$ cat src/rtl/aoc_pkg.sv
package aoc_pkg;
  localparam int AOC_NCH = 2;

  typedef enum logic {
    FMT_OFFSET = 1'b0,
    FMT_TWOS   = 1'b1
  } aoc_fmt_e;

  typedef enum int {
    CH_A = 0,
    CH_B = 1
  } aoc_ch_e;
endpackage

$ cat src/rtl/aoc_fmt_conv.sv
module aoc_fmt_conv #(
  parameter int W = 10
) (
  input  aoc_pkg::aoc_fmt_e fmt,
  input  logic [W-1:0]      code_in,
  output logic [W-1:0]      code_out
);
  // Two's complement of an offset code: subtracting half scale
  // modulo 2^W is the same as flipping the top bit.
  always_comb begin
    code_out = code_in;
    if (fmt == aoc_pkg::FMT_TWOS) begin
      code_out[W-1] = ~code_in[W-1];
    end
  end
endmodule

$ cat src/rtl/aoc_lane.sv
module aoc_lane #(
  parameter int W   = 10,
  parameter int LAT = 5
) (
  input  logic         clk,
  input  logic         rst,
  input  logic         adv,
  input  logic         fmt_signed,
  input  logic [W-1:0] din,
  output logic [W-1:0] dout
);
  localparam int LAST = LAT - 1;

  logic [W-1:0] stg [LAT];
  logic [W-1:0] conv_word;
  aoc_pkg::aoc_fmt_e fmt_sel;

  assign fmt_sel = fmt_signed ? aoc_pkg::FMT_TWOS : aoc_pkg::FMT_OFFSET;

  // Capture stage plus LAT-1 delay stages; all stall together on !adv.
  always_ff @(posedge clk) begin
    if (rst) begin
      for (int i = 0; i < LAT; i++) stg[i] <= '0;
    end else if (adv) begin
      stg[0] <= din;
      for (int i = 1; i < LAT; i++) stg[i] <= stg[i-1];
    end
  end

  aoc_fmt_conv #(.W(W)) conv_i (
    .fmt      (fmt_sel),
    .code_in  (stg[LAST]),
    .code_out (conv_word)
  );

  // Output register: format applied on the load edge.
  always_ff @(posedge clk) begin
    if (rst) begin
      dout <= '0;
    end else if (adv) begin
      dout <= conv_word;
    end
  end
endmodule

$ cat src/rtl/aoc_run_ctrl.sv
module aoc_run_ctrl #(
  parameter int LAT = 5
) (
  input  logic clk,
  input  logic rst,
  input  logic doze,
  input  logic power_off,
  output logic adv,
  output logic fresh_valid
);
  localparam int CW = $clog2(LAT + 1);
  localparam logic [CW-1:0] FULL = CW'(LAT);

  logic [CW-1:0] fill_cnt;

  assign adv = ~(doze | power_off);

  // fill_cnt counts run edges since the last stall, saturating at LAT.
  always_ff @(posedge clk) begin
    if (rst) begin
      fill_cnt    <= '0;
      fresh_valid <= 1'b0;
    end else if (!adv) begin
      fill_cnt    <= '0;
      fresh_valid <= 1'b0;
    end else begin
      fresh_valid <= (fill_cnt >= FULL);
      if (fill_cnt < FULL) fill_cnt <= fill_cnt + 1'b1;
    end
  end
endmodule

$ cat src/rtl/aoc_bus_enable.sv
module aoc_bus_enable #(
  parameter int W = 10
) (
  input  logic         drive_off,
  output logic [W-1:0] en
);
  assign en = {W{~drive_off}};
endmodule

$ cat src/rtl/dual_adc_out_ctrl.sv
module dual_adc_out_ctrl #(
  parameter int W   = 10,
  parameter int LAT = 5
) (
  input  logic         clk,
  input  logic         rst,
  input  logic [W-1:0] ch_a_code,
  input  logic [W-1:0] ch_b_code,
  input  logic         fmt_signed,
  input  logic         drive_off,
  input  logic         doze,
  input  logic         power_off,
  output logic [W-1:0] bus_a,
  output logic [W-1:0] bus_b,
  output logic [W-1:0] bus_a_en,
  output logic [W-1:0] bus_b_en,
  output logic         words_valid
);
  localparam int NCH = aoc_pkg::AOC_NCH;

  logic         adv;
  logic [W-1:0] lane_in  [NCH];
  logic [W-1:0] lane_out [NCH];
  logic [W-1:0] lane_en  [NCH];

  assign lane_in[aoc_pkg::CH_A] = ch_a_code;
  assign lane_in[aoc_pkg::CH_B] = ch_b_code;

  aoc_run_ctrl #(.LAT(LAT)) run_i (
    .clk         (clk),
    .rst         (rst),
    .doze        (doze),
    .power_off   (power_off),
    .adv         (adv),
    .fresh_valid (words_valid)
  );

  for (genvar ch = 0; ch < NCH; ch++) begin : g_lane
    aoc_lane #(.W(W), .LAT(LAT)) lane_i (
      .clk        (clk),
      .rst        (rst),
      .adv        (adv),
      .fmt_signed (fmt_signed),
      .din        (lane_in[ch]),
      .dout       (lane_out[ch])
    );
    aoc_bus_enable #(.W(W)) en_i (
      .drive_off (drive_off),
      .en        (lane_en[ch])
    );
  end

  assign bus_a    = lane_out[aoc_pkg::CH_A];
  assign bus_b    = lane_out[aoc_pkg::CH_B];
  assign bus_a_en = lane_en[aoc_pkg::CH_A];
  assign bus_b_en = lane_en[aoc_pkg::CH_B];
endmodule

$ cat config.mk
export PLATFORM = sky130hd
export DESIGN_NAME = dual_adc_out_ctrl
export DESIGN_NICKNAME = d
export VERILOG_FILES = /design/src/rtl/aoc_pkg.sv /design/src/rtl/aoc_fmt_conv.sv /design/src/rtl/aoc_lane.sv /design/src/rtl/aoc_run_ctrl.sv /design/src/rtl/aoc_bus_enable.sv /design/src/rtl/dual_adc_out_ctrl.sv
export SDC_FILE = /design/constraint.sdc
export NUM_CORES = 1
export LEC_CHECK = 0
export ABC_AREA = 1
export BUFFER_PORTS_ARGS = -buffer_cell sky130_fd_sc_hd__buf_4
export CORE_AREA = 10 10 103 105
export DETAILED_ROUTE_END_ITERATION = 8
export DIE_AREA = 0 0 113 115
export GPL_TIMING_DRIVEN = 1
export PLACE_DENSITY = 0.83
export SLEW_MARGIN = 20
export SYNTH_ARGS = -nofsm -noshare
export SYNTH_HDL_FRONTEND = slang
export SYNTH_SLANG_ARGS = --single-unit
$ cat constraint.sdc
create_clock -name clk -period 7.1 [get_ports clk]
set_input_delay 1.065 -clock clk [delete_from_list [all_inputs] [get_ports clk]]
set_output_delay 1.065 -clock clk [all_outputs]
set_load 0.01 [all_outputs]
==> results of run 1 <==
## state kept, by name, indices dropped and copies added, names as in the netlist
register	count
run_i.fresh_valid	1
g_lane.lane_i.dout	20
run_i.fill_cnt	3
g_lane.lane_i.stg	100
## final cells by class
class / count / area (µm²)
multi-input combinational: 188 / 961
clock buffer: 26 / 520
fill: 573 / 2480
timing repair buffer: 68 / 510
tap: 108 / 135
inverter: 113 / 429
clock inverter: 6 / 32.5
sequential: 124 / 3480
## power groups by stage
stage               Clock, mW  Sequential, mW  Combinational, mW
floorplan                   0           0.856             0.0679
global placement            0           0.853             0.0906
detailed placement          0           0.856             0.0957
CTS                     0.787           0.841             0.0967
global route            0.829           0.845              0.106
finish                  0.776           0.841             0.0945
## layer usage
metal	vias up	global-route usage
met4	0	0.0558
met2	70	0.206
li1	1476	-
met3	13	0.0557
met5	-	0
met1	1269	0.109
## cells by family (layout without fill, tap and decap cells)
group,count (synthesis),after routing,share of synthesized area
and+or+nand+nor,184,184,0.179
buffers and inverters,149,213,0.137
DFF,124,124,0.677
adders and majority gates,2,2,0.00487
AOI/OAI and AO/OA,2,2,0.00195
## cell usage in the layout, fill, tap and decap left out
master      instances
a21oi_1             2
buf_4              68
clkbuf_1            4
clkbuf_16          18
clkbuf_8            4
clkinv_1            2
clkinv_2            2
clkinvlp_4          2
dfxtp_1            24
edfxtp_1          100
ha_1                2
inv_1             112
inv_6               1
nand2_1            56
nand2_4             1
nand3_1            20
nor2_1             26
nor2_2             81
## worst register-to-register path, delay by kind of cell, from the launching register on
family                   cells  cell delay (ns)
adder cells (fa/ha/maj)      1             0.27
buffers and inverters        2             0.13
AND/OR/NAND/NOR              1             0.06
flip-flops                   1             0.35
AO/OA/AOI/OAI                1             0.15
## through the flow
step / power [mW] / hold slack, ns / cell area, µm²
global placement: 0.944 / 0.431 / 5520
detailed placement: 0.951 / 0.434 / 5520
finish: 1.71 / 0.445 / 6070
global route: 1.78 / 0.466 / 6070
floorplan: 0.924 / 0.446 / 5140
CTS: 1.73 / 0.449 / 6070
## how the worst min path moves through the flow
stage	start	end	slack, ns
2_1_floorplan	g_lane[0].lane_i.stg[0][40]	g_lane[0].lane_i.dout[0]	0.45
3_3_place_gp	g_lane[0].lane_i.dout[1]	g_lane[0].lane_i.dout[1]	0.43
3_5_place_dp	g_lane[0].lane_i.dout[4]	g_lane[0].lane_i.dout[4]	0.43
4_1_cts	g_lane[0].lane_i.dout[4]	g_lane[0].lane_i.dout[4]	0.45
5_1_grt	g_lane[0].lane_i.dout[4]	g_lane[0].lane_i.dout[4]	0.47
6_report	g_lane[0].lane_i.dout[4]	g_lane[0].lane_i.dout[4]	0.45
==> impl_metrics.ini, run 1 <==
[run_status]
status = complete, no violations

[synth]
synthArstFlopShare = 0
synth_edf_count = 100
syn-num-nets = 489
yosysMostFrequentCell = inv_1
yosysSeqAreaShare = 0.677
syn_inst = 461
synth.distinct_cells = 13
syn_area_um2 = 5140
yosysTopAreaCell = edfxtp_1
synth_ff_type = edfxtp_1
yosys_warnings = 0
synth_top_area_share = 0.584
ys_seq_elements = 124
netlist_top_cells_count = inv_1 (113), edfxtp_1 (100), nor2_2 (81)
synthTopCellsByArea = edfxtp_1 (58%), nor2_2 (9.9%), dfxtp_1 (9.3%), inv_1 (8.2%), nand2_1 (4.2%)
avgSynthCellArea_um2 = 11.2

[power]
clockPowerShare = 0.453
seqPwrFrac = 0.491
power.density_nw_per_um2 = 282
internal_power_mw = 1.36
peakVddDrop_uv = 146
comb_power_share = 0.055
p_switching_mw = 0.353
p_leak_nw = 2.68
switching_share = 0.206

[route]
highest_layer = met4
ant_nets = 0
first_iter_violations = 67
wl_met3_um = 506
drc_errors = 0
wl_met2_mm = 3.70
wl_met1_mm = 2.75
vias = 2828
routed_via_density = 4.47
wl_mm = 7.05
firstDrtPassIters = 4
wl_per_cell_um = 11.1

[global_route]
grt.overflow.total = 0
grt_max_degree = 101
gr-usage-all-layers = 0.116
antenna_found_initial = 0
grt_pass1_wl_mm = 12.1
grt_pass1_vias = 2878

[placement]
place_ws_ns = 3.74
io_buffers = 66
dp.cells = 601
gp_congestion = 0.718
hpwl_mm = 4.51

[setup_path]
worstSetupEndpointType = output pin
cp.depth = 3
endpoint = bus_a_en[3]
crit_top_cell = buf_4
crit_arrival_ns = 1.77
critPathSlowestCell = inv_1
cp_max_fo = 20
timing.rr.start = run_i.fill_cnt[1]
required_ns = 6.03
startpoint_type = primary input
critical_path.max_stage_delay_ns = 0.38
rr_worst_depth = 5
ff2ff_setup_slack_ns = 6.05
setup.worst_path.class = primary input to output pin
cp-startpoint = drive_off
rr_endpoint = run_i.fill_cnt[1]
critPathBufInv = 3
worst_path_dominant_cell_family = buffers and inverters
crit_chain = buf_4 -> inv_1 -> buf_4

[clock_tree]
cts_made_buffers = 17
postCtsSetupBuffers = 0
tritoncts = done
clockRootBuffer = clkbuf_8
ctsHoldBuffers = 0
clock_latency_ns = 0.51
cts.sinks = 124
clk_pin_slew_ns = 0.06
htree_num_levels = 4
ctsResizeCount = 0
ctsLongestPathBuffers = 2

[floorplanning]
die_y_um = 115
die_area_um2 = 13000
num_rows = 34
start_util = 0.601
core_area_um2 = 8550
dieWidth_um = 113
ios = 67

[sta]
fin_crit_sh = 0.400
fin_tns_setup_ns = 0
period_needed_ns = 2.84
slew-limit-headroom = 0.353
setup_slack_ns = 4.26
hold_viol = 0
finalSetupViolCount = 0
fin_worst_skew_ns = 0.00620
slew_viol_final = 0
tightest_slew_ns = 0.971
fmax_mhz = 353
rsz0062_at_grt = no

[cells_and_area]
postLayoutCoreUtil = 0.710
nets = 540
final_cells = 633
area_growth_pct = 18.1
drive_gt1_frac = 0.337
diodes = 0

[worst_hold_path]
whs_path_depth = 2
hold_path_class = flip-flop to flip-flop

[flow_run]
cap_violations = 0
Power figures use the tool's default switching activity.
==> run 2: changes to the inputs <==
CORE_AREA = 10 10 111 113   (was 10 10 103 105)
DIE_AREA = 0 0 121 123   (was 0 0 113 115)
PLACE_DENSITY = 0.74   (was 0.83)
clock period = 2.5 ns   (was 7.1 ns; I/O delays follow)
==> run 2 against run 1 <==
Against the previous run: global-route usage shrank 1.7 points; final cell count rose by 5.1%; clock skew barely moved; sequential share of layout area down 1.1 points; sequential cell count stayed put; via count shrank 3.0%; setup slack got worse by 3.2 ns; combinational power rose to 3.0 times the previous value; critical path type unchanged; sequential power grew to 2.8 times the previous value.
==> impl_metrics.ini, run 2 (same netlist as run 1, synthesis figures left out) <==
[power]
power.density_nw_per_um2 = 790
peakVddDrop_uv = 452
power_mw = 4.89
p_leak_nw = 2.74

[floorplanning]
start_util = 0.507
die_y_um = 123
dieWidth_um = 121
num_rows = 37
die_area_um2 = 14900
ios = 67
core_area_um2 = 10100

[setup_path]
cp_max_fo = 20
critPathSlowestCell = inv_1
critical_path.max_stage_delay_ns = 0.35
required_ns = 2.12
crit_arrival_ns = 1.05
worst_path_dominant_cell_family = buffers and inverters
crit_chain = buf_4 -> inv_1 -> buf_4
crit_top_cell = buf_4
worstSetupEndpointType = output pin
startpoint_type = primary input
critPathBufInv = 3
setup.worst_path.class = primary input to output pin

[global_route]
gr-usage-all-layers = 0.0986
grt_max_degree = 101
antenna_found_initial = 0
grt.overflow.total = 0
grt_pass1_vias = 2760
grt_pass1_wl_mm = 11.8

[clock_tree]
ctsResizeCount = 0
htree_num_levels = 4
cts_made_buffers = 17
cts.sinks = 124
tritoncts = done
clock_latency_ns = 0.50
clk_pin_slew_ns = 0.06
postCtsSetupBuffers = 0
ctsHoldBuffers = 0
ctsLongestPathBuffers = 2
clockRootBuffer = clkbuf_8

[sta]
fin_worst_skew_ns = 0.00616
slew_viol_final = 0
fin_tns_setup_ns = 0
slew-limit-headroom = 0.666
tightest_slew_ns = 0.500
hold_viol = 0
period_needed_ns = 1.42
finalSetupViolCount = 0
fin_crit_sh = 0.569
rsz0062_at_grt = no
fmax_mhz = 703

[placement]
gp_congestion = 0.742
dp.cells = 633
hpwl_mm = 4.36
io_buffers = 66
dpl_cell_area_um2 = 5630

[worst_hold_path]
hold_path_class = primary input to flip-flop

[route]
ant_nets = 0
routed_via_density = 4.12
wl_mm = 6.83
drc_errors = 0
wl_per_cell_um = 10.3
vias = 2742
firstDrtPassIters = 4
first_iter_violations = 216

[cells_and_area]
final_area_um2 = 6190
final_cells = 665
largest_reg_flops = 100
postLayoutCoreUtil = 0.611
nFillCells = 781
reg_top3 = g_lane.lane_i.stg (100), g_lane.lane_i.dout (20), run_i.fill_cnt (3)
area_growth_pct = 20.4
mostFrequentLayoutCells = inv_1 (112), edfxtp_1 (100), nor2_2 (81), buf_4 (69), nand2_1 (56)
nets = 544
final_common_cell = inv_1
top_register = g_lane.lane_i.stg
diodes = 0
drive_gt1_frac = 0.352

[flow_run]
cap_violations = 0

[run_status]
status = complete, no violations
## run 2: cell types whose count changed in the layout (fill, tap and decap cells not counted), moves of 2 or more
cell      previous run  this run
clkbuf_8             4         2
inv_4                0         3
buf_12               0         3
clkbuf_1             4         2
clkinv_2             2         5
clkinv_1             2         0
## run 2: path summary, 6_finish.rpt
check	cells after the start	slack [ns]	startpoint	endpoint
worst max-delay path	3	1.08	drive_off	bus_b_en[6]
worst min-delay path	4	0.16	rst	g_lane[0].lane_i.dout[9]
worst max register to register	5	1.54	run_i.fill_cnt[1]	run_i.fill_cnt[1]
worst min register to register	2	0.45	g_lane[0].lane_i.dout[3]	g_lane[0].lane_i.dout[3]
## run 2: routing by layer
layer	track usage	vias up	wire length (µm)
li1	-	1490	-
met1	0.0980	1186	2920
met2	0.169	61	3380
met3	0.0542	5	468
met4	0.0400	0	56
met5	0	-	0
## run 2: worst reg2reg max path, delay by kind of cell, from the launching register on
kind / cells / cell delay [ns]
flip-flops: 1 / 0.35
adder cells (fa/ha/maj): 1 / 0.27
buffers and inverters: 2 / 0.12
AO/OA/AOI/OAI: 1 / 0.11
AND/OR/NAND/NOR: 1 / 0.04
## run 2: area by class of cell
cell class                 count  area (µm²)  area share
clock buffer                  23         510      0.0825
clock inverter                 9        52.6     0.00849
inverter                     113         428      0.0691
multi-input combinational    188         968       0.156
sequential                   124        3480       0.563
tap                          136         170      0.0275
timing repair buffer          72         578      0.0934
## run 2: where the power goes
part | total (mW) | internal [mW] | leakage [nW] | switching, mW
logic | 0.279 | 0.107 | 1.20 | 0.172
clock network | 2.22 | 1.41 | 0.288 | 0.809
registers | 2.39 | 2.35 | 1.26 | 0.0330
total | 4.89 | 3.87 | 2.74 | 1.01
## run 2: through the flow
step | hold slack [ns] | worst slack (ns)
6_report | 0.160 | 1.08
5_1_grt | 0.139 | 0.993
4_1_cts | 0.139 | 1.06
3_5_place_dp | 0.436 | 0.768
3_3_place_gp | 0.431 | 0.804
2_1_floorplan | 0.446 | -0.0304
==> run 3: changes to the inputs <==
CORE_AREA = 10 10 106 108   (was 10 10 111 113)
DIE_AREA = 0 0 116 118   (was 0 0 121 123)
PLACE_DENSITY = 0.78   (was 0.74)
clock period = 1.5 ns   (was 2.5 ns; I/O delays follow)
==> run 3 against run 2 <==
Against the previous run: total power is 73% higher; cell area rose by 1.7%; combinational power grew 79%; critical path type is now primary input to flip-flop.
==> impl_metrics.ini, run 3 (same netlist as run 1, synthesis figures left out) <==
[run_status]
status = complete, no violations

[floorplanning]
dieWidth_um = 116
core_area_um2 = 9110
die_y_um = 118
ios = 67
start_util = 0.565
num_rows = 35
die_area_um2 = 13700

[cells_and_area]
area_growth_pct = 22.5
postLayoutCoreUtil = 0.691
drive_gt1_frac = 0.350
final_common_cell = inv_1
largest_reg_flops = 100
mostFrequentLayoutCells = inv_1 (112), edfxtp_1 (100), nor2_2 (81), buf_4 (71), nand2_1 (56)
final_cells = 651
reg_top3 = g_lane.lane_i.stg (100), g_lane.lane_i.dout (20), run_i.fill_cnt (3)
diodes = 0
nets = 555
top_register = g_lane.lane_i.stg

[sta]
finalSetupViolCount = 0
period_needed_ns = 1.27
fin_worst_skew_ns = 0.00550
hold_viol = 0
tightest_slew_ns = 0.490
fin_crit_sh = 0.846
rsz0062_at_grt = no
fin_tns_setup_ns = 0
slew-limit-headroom = 0.673
fmax_mhz = 788
slew_viol_final = 0

[power]
power.density_nw_per_um2 = 1340
p_leak_nw = 2.80
peakVddDrop_uv = 820

[setup_path]
required_ns = 1.74
startpoint_type = primary input
setup.worst_path.class = primary input to flip-flop
worstSetupEndpointType = flip-flop
cp_max_fo = 52
crit_arrival_ns = 1.51

[route]
firstDrtPassIters = 4
wl_per_cell_um = 11.4
wl_mm = 7.41
first_iter_violations = 126
routed_via_density = 4.47
drc_errors = 0
vias = 2907
ant_nets = 0

[placement]
io_buffers = 66
hpwl_mm = 4.59
dp.cells = 611
gp_congestion = 0.757

[worst_hold_path]
hold_path_class = primary input to flip-flop

[clock_tree]
clockRootBuffer = clkbuf_8
cts_made_buffers = 17
tritoncts = done
ctsResizeCount = 0
clock_latency_ns = 0.51
htree_num_levels = 4
ctsLongestPathBuffers = 2
cts.sinks = 124
clk_pin_slew_ns = 0.06

[global_route]
grt.overflow.total = 0
gr-usage-all-layers = 0.117
grt_max_degree = 53
antenna_found_initial = 0
grt_pass1_wl_mm = 12.8
grt_pass1_vias = 3009

[flow_run]
cap_violations = 0
-- run 3: changes by cell type in the layout (fill, tap and decap cells not counted), sizes merged --
cell         before  now
buf              72   75
bufinv            0    3
clkbuf           23   20
dlygate4sd3       0    8
-- run 3: routing by layer --
metal  track usage  vias to the layer above  share of wire
met5             0                        -              0
met4        0.0556                        0          0.015
met3        0.0525                       11          0.066
met2         0.197                       66           0.51
met1         0.119                     1321           0.41
li1              -                     1509              -
-- run 3: critical path: stages --
cell,delay (ns)
dlygate4sd3_1,0.54
buf_4,0.15
nor2_2,0.16
clkinvlp_4,0.18
buf_12,0.23
-- run 3: metrics by stage --
step | area (µm²) | hold WS, ns | power [mW] | worst slack (ns)
5_1_grt | 6300 | 0.00373 | 8.75 | 0.196
2_1_floorplan | 5160 | 0.385 | 4.38 | -0.880
3_5_place_dp | 5630 | 0.438 | 4.53 | 0.173
3_3_place_gp | 5630 | 0.432 | 4.50 | 0.203
6_report | 6300 | 0.0177 | 8.45 | 0.231
4_1_cts | 6300 | 0.000510 | 8.54 | 0.253
-- run 3: layout make-up --
type | instances | area [µm²]
Sequential cell | 124 | 3480
Fill cell | 639 | 2810
Multi-Input combinational cell | 188 | 968
Timing Repair Buffer | 83 | 693
Clock buffer | 20 | 445
Inverter | 113 | 428
Clock inverter | 12 | 141
Tap cell | 111 | 139
-- run 3: timing repair --
action | in CTS | in global routing
buffers inserted | 0 | 0
hold endpoints to repair | 9 | 0
hold buffers | 8 | 0
endpoints found under the setup margin | 0 | 0
-- run 3: path summary, 6_finish.rpt --
kind                       startpoint                          end  slack [ns]  cells after the start
min                      ch_b_code[5]   g_lane[1].lane_i.stg[0][5]        0.02                      3
min reg2reg  g_lane[1].lane_i.dout[4]     g_lane[1].lane_i.dout[4]        0.45                      2
max reg2reg         run_i.fill_cnt[1]            run_i.fill_cnt[1]        0.43                      5
max                               rst  g_lane[0].lane_i.stg[0][29]        0.23                      5
-- run 3: where the power goes --
group | leakage [nW] | switching (mW) | internal (mW) | total, mW
registers | 1.26 | 0.0568 | 3.92 | 3.98
logic | 1.25 | 0.297 | 0.202 | 0.499
clock network | 0.297 | 1.37 | 2.60 | 3.97
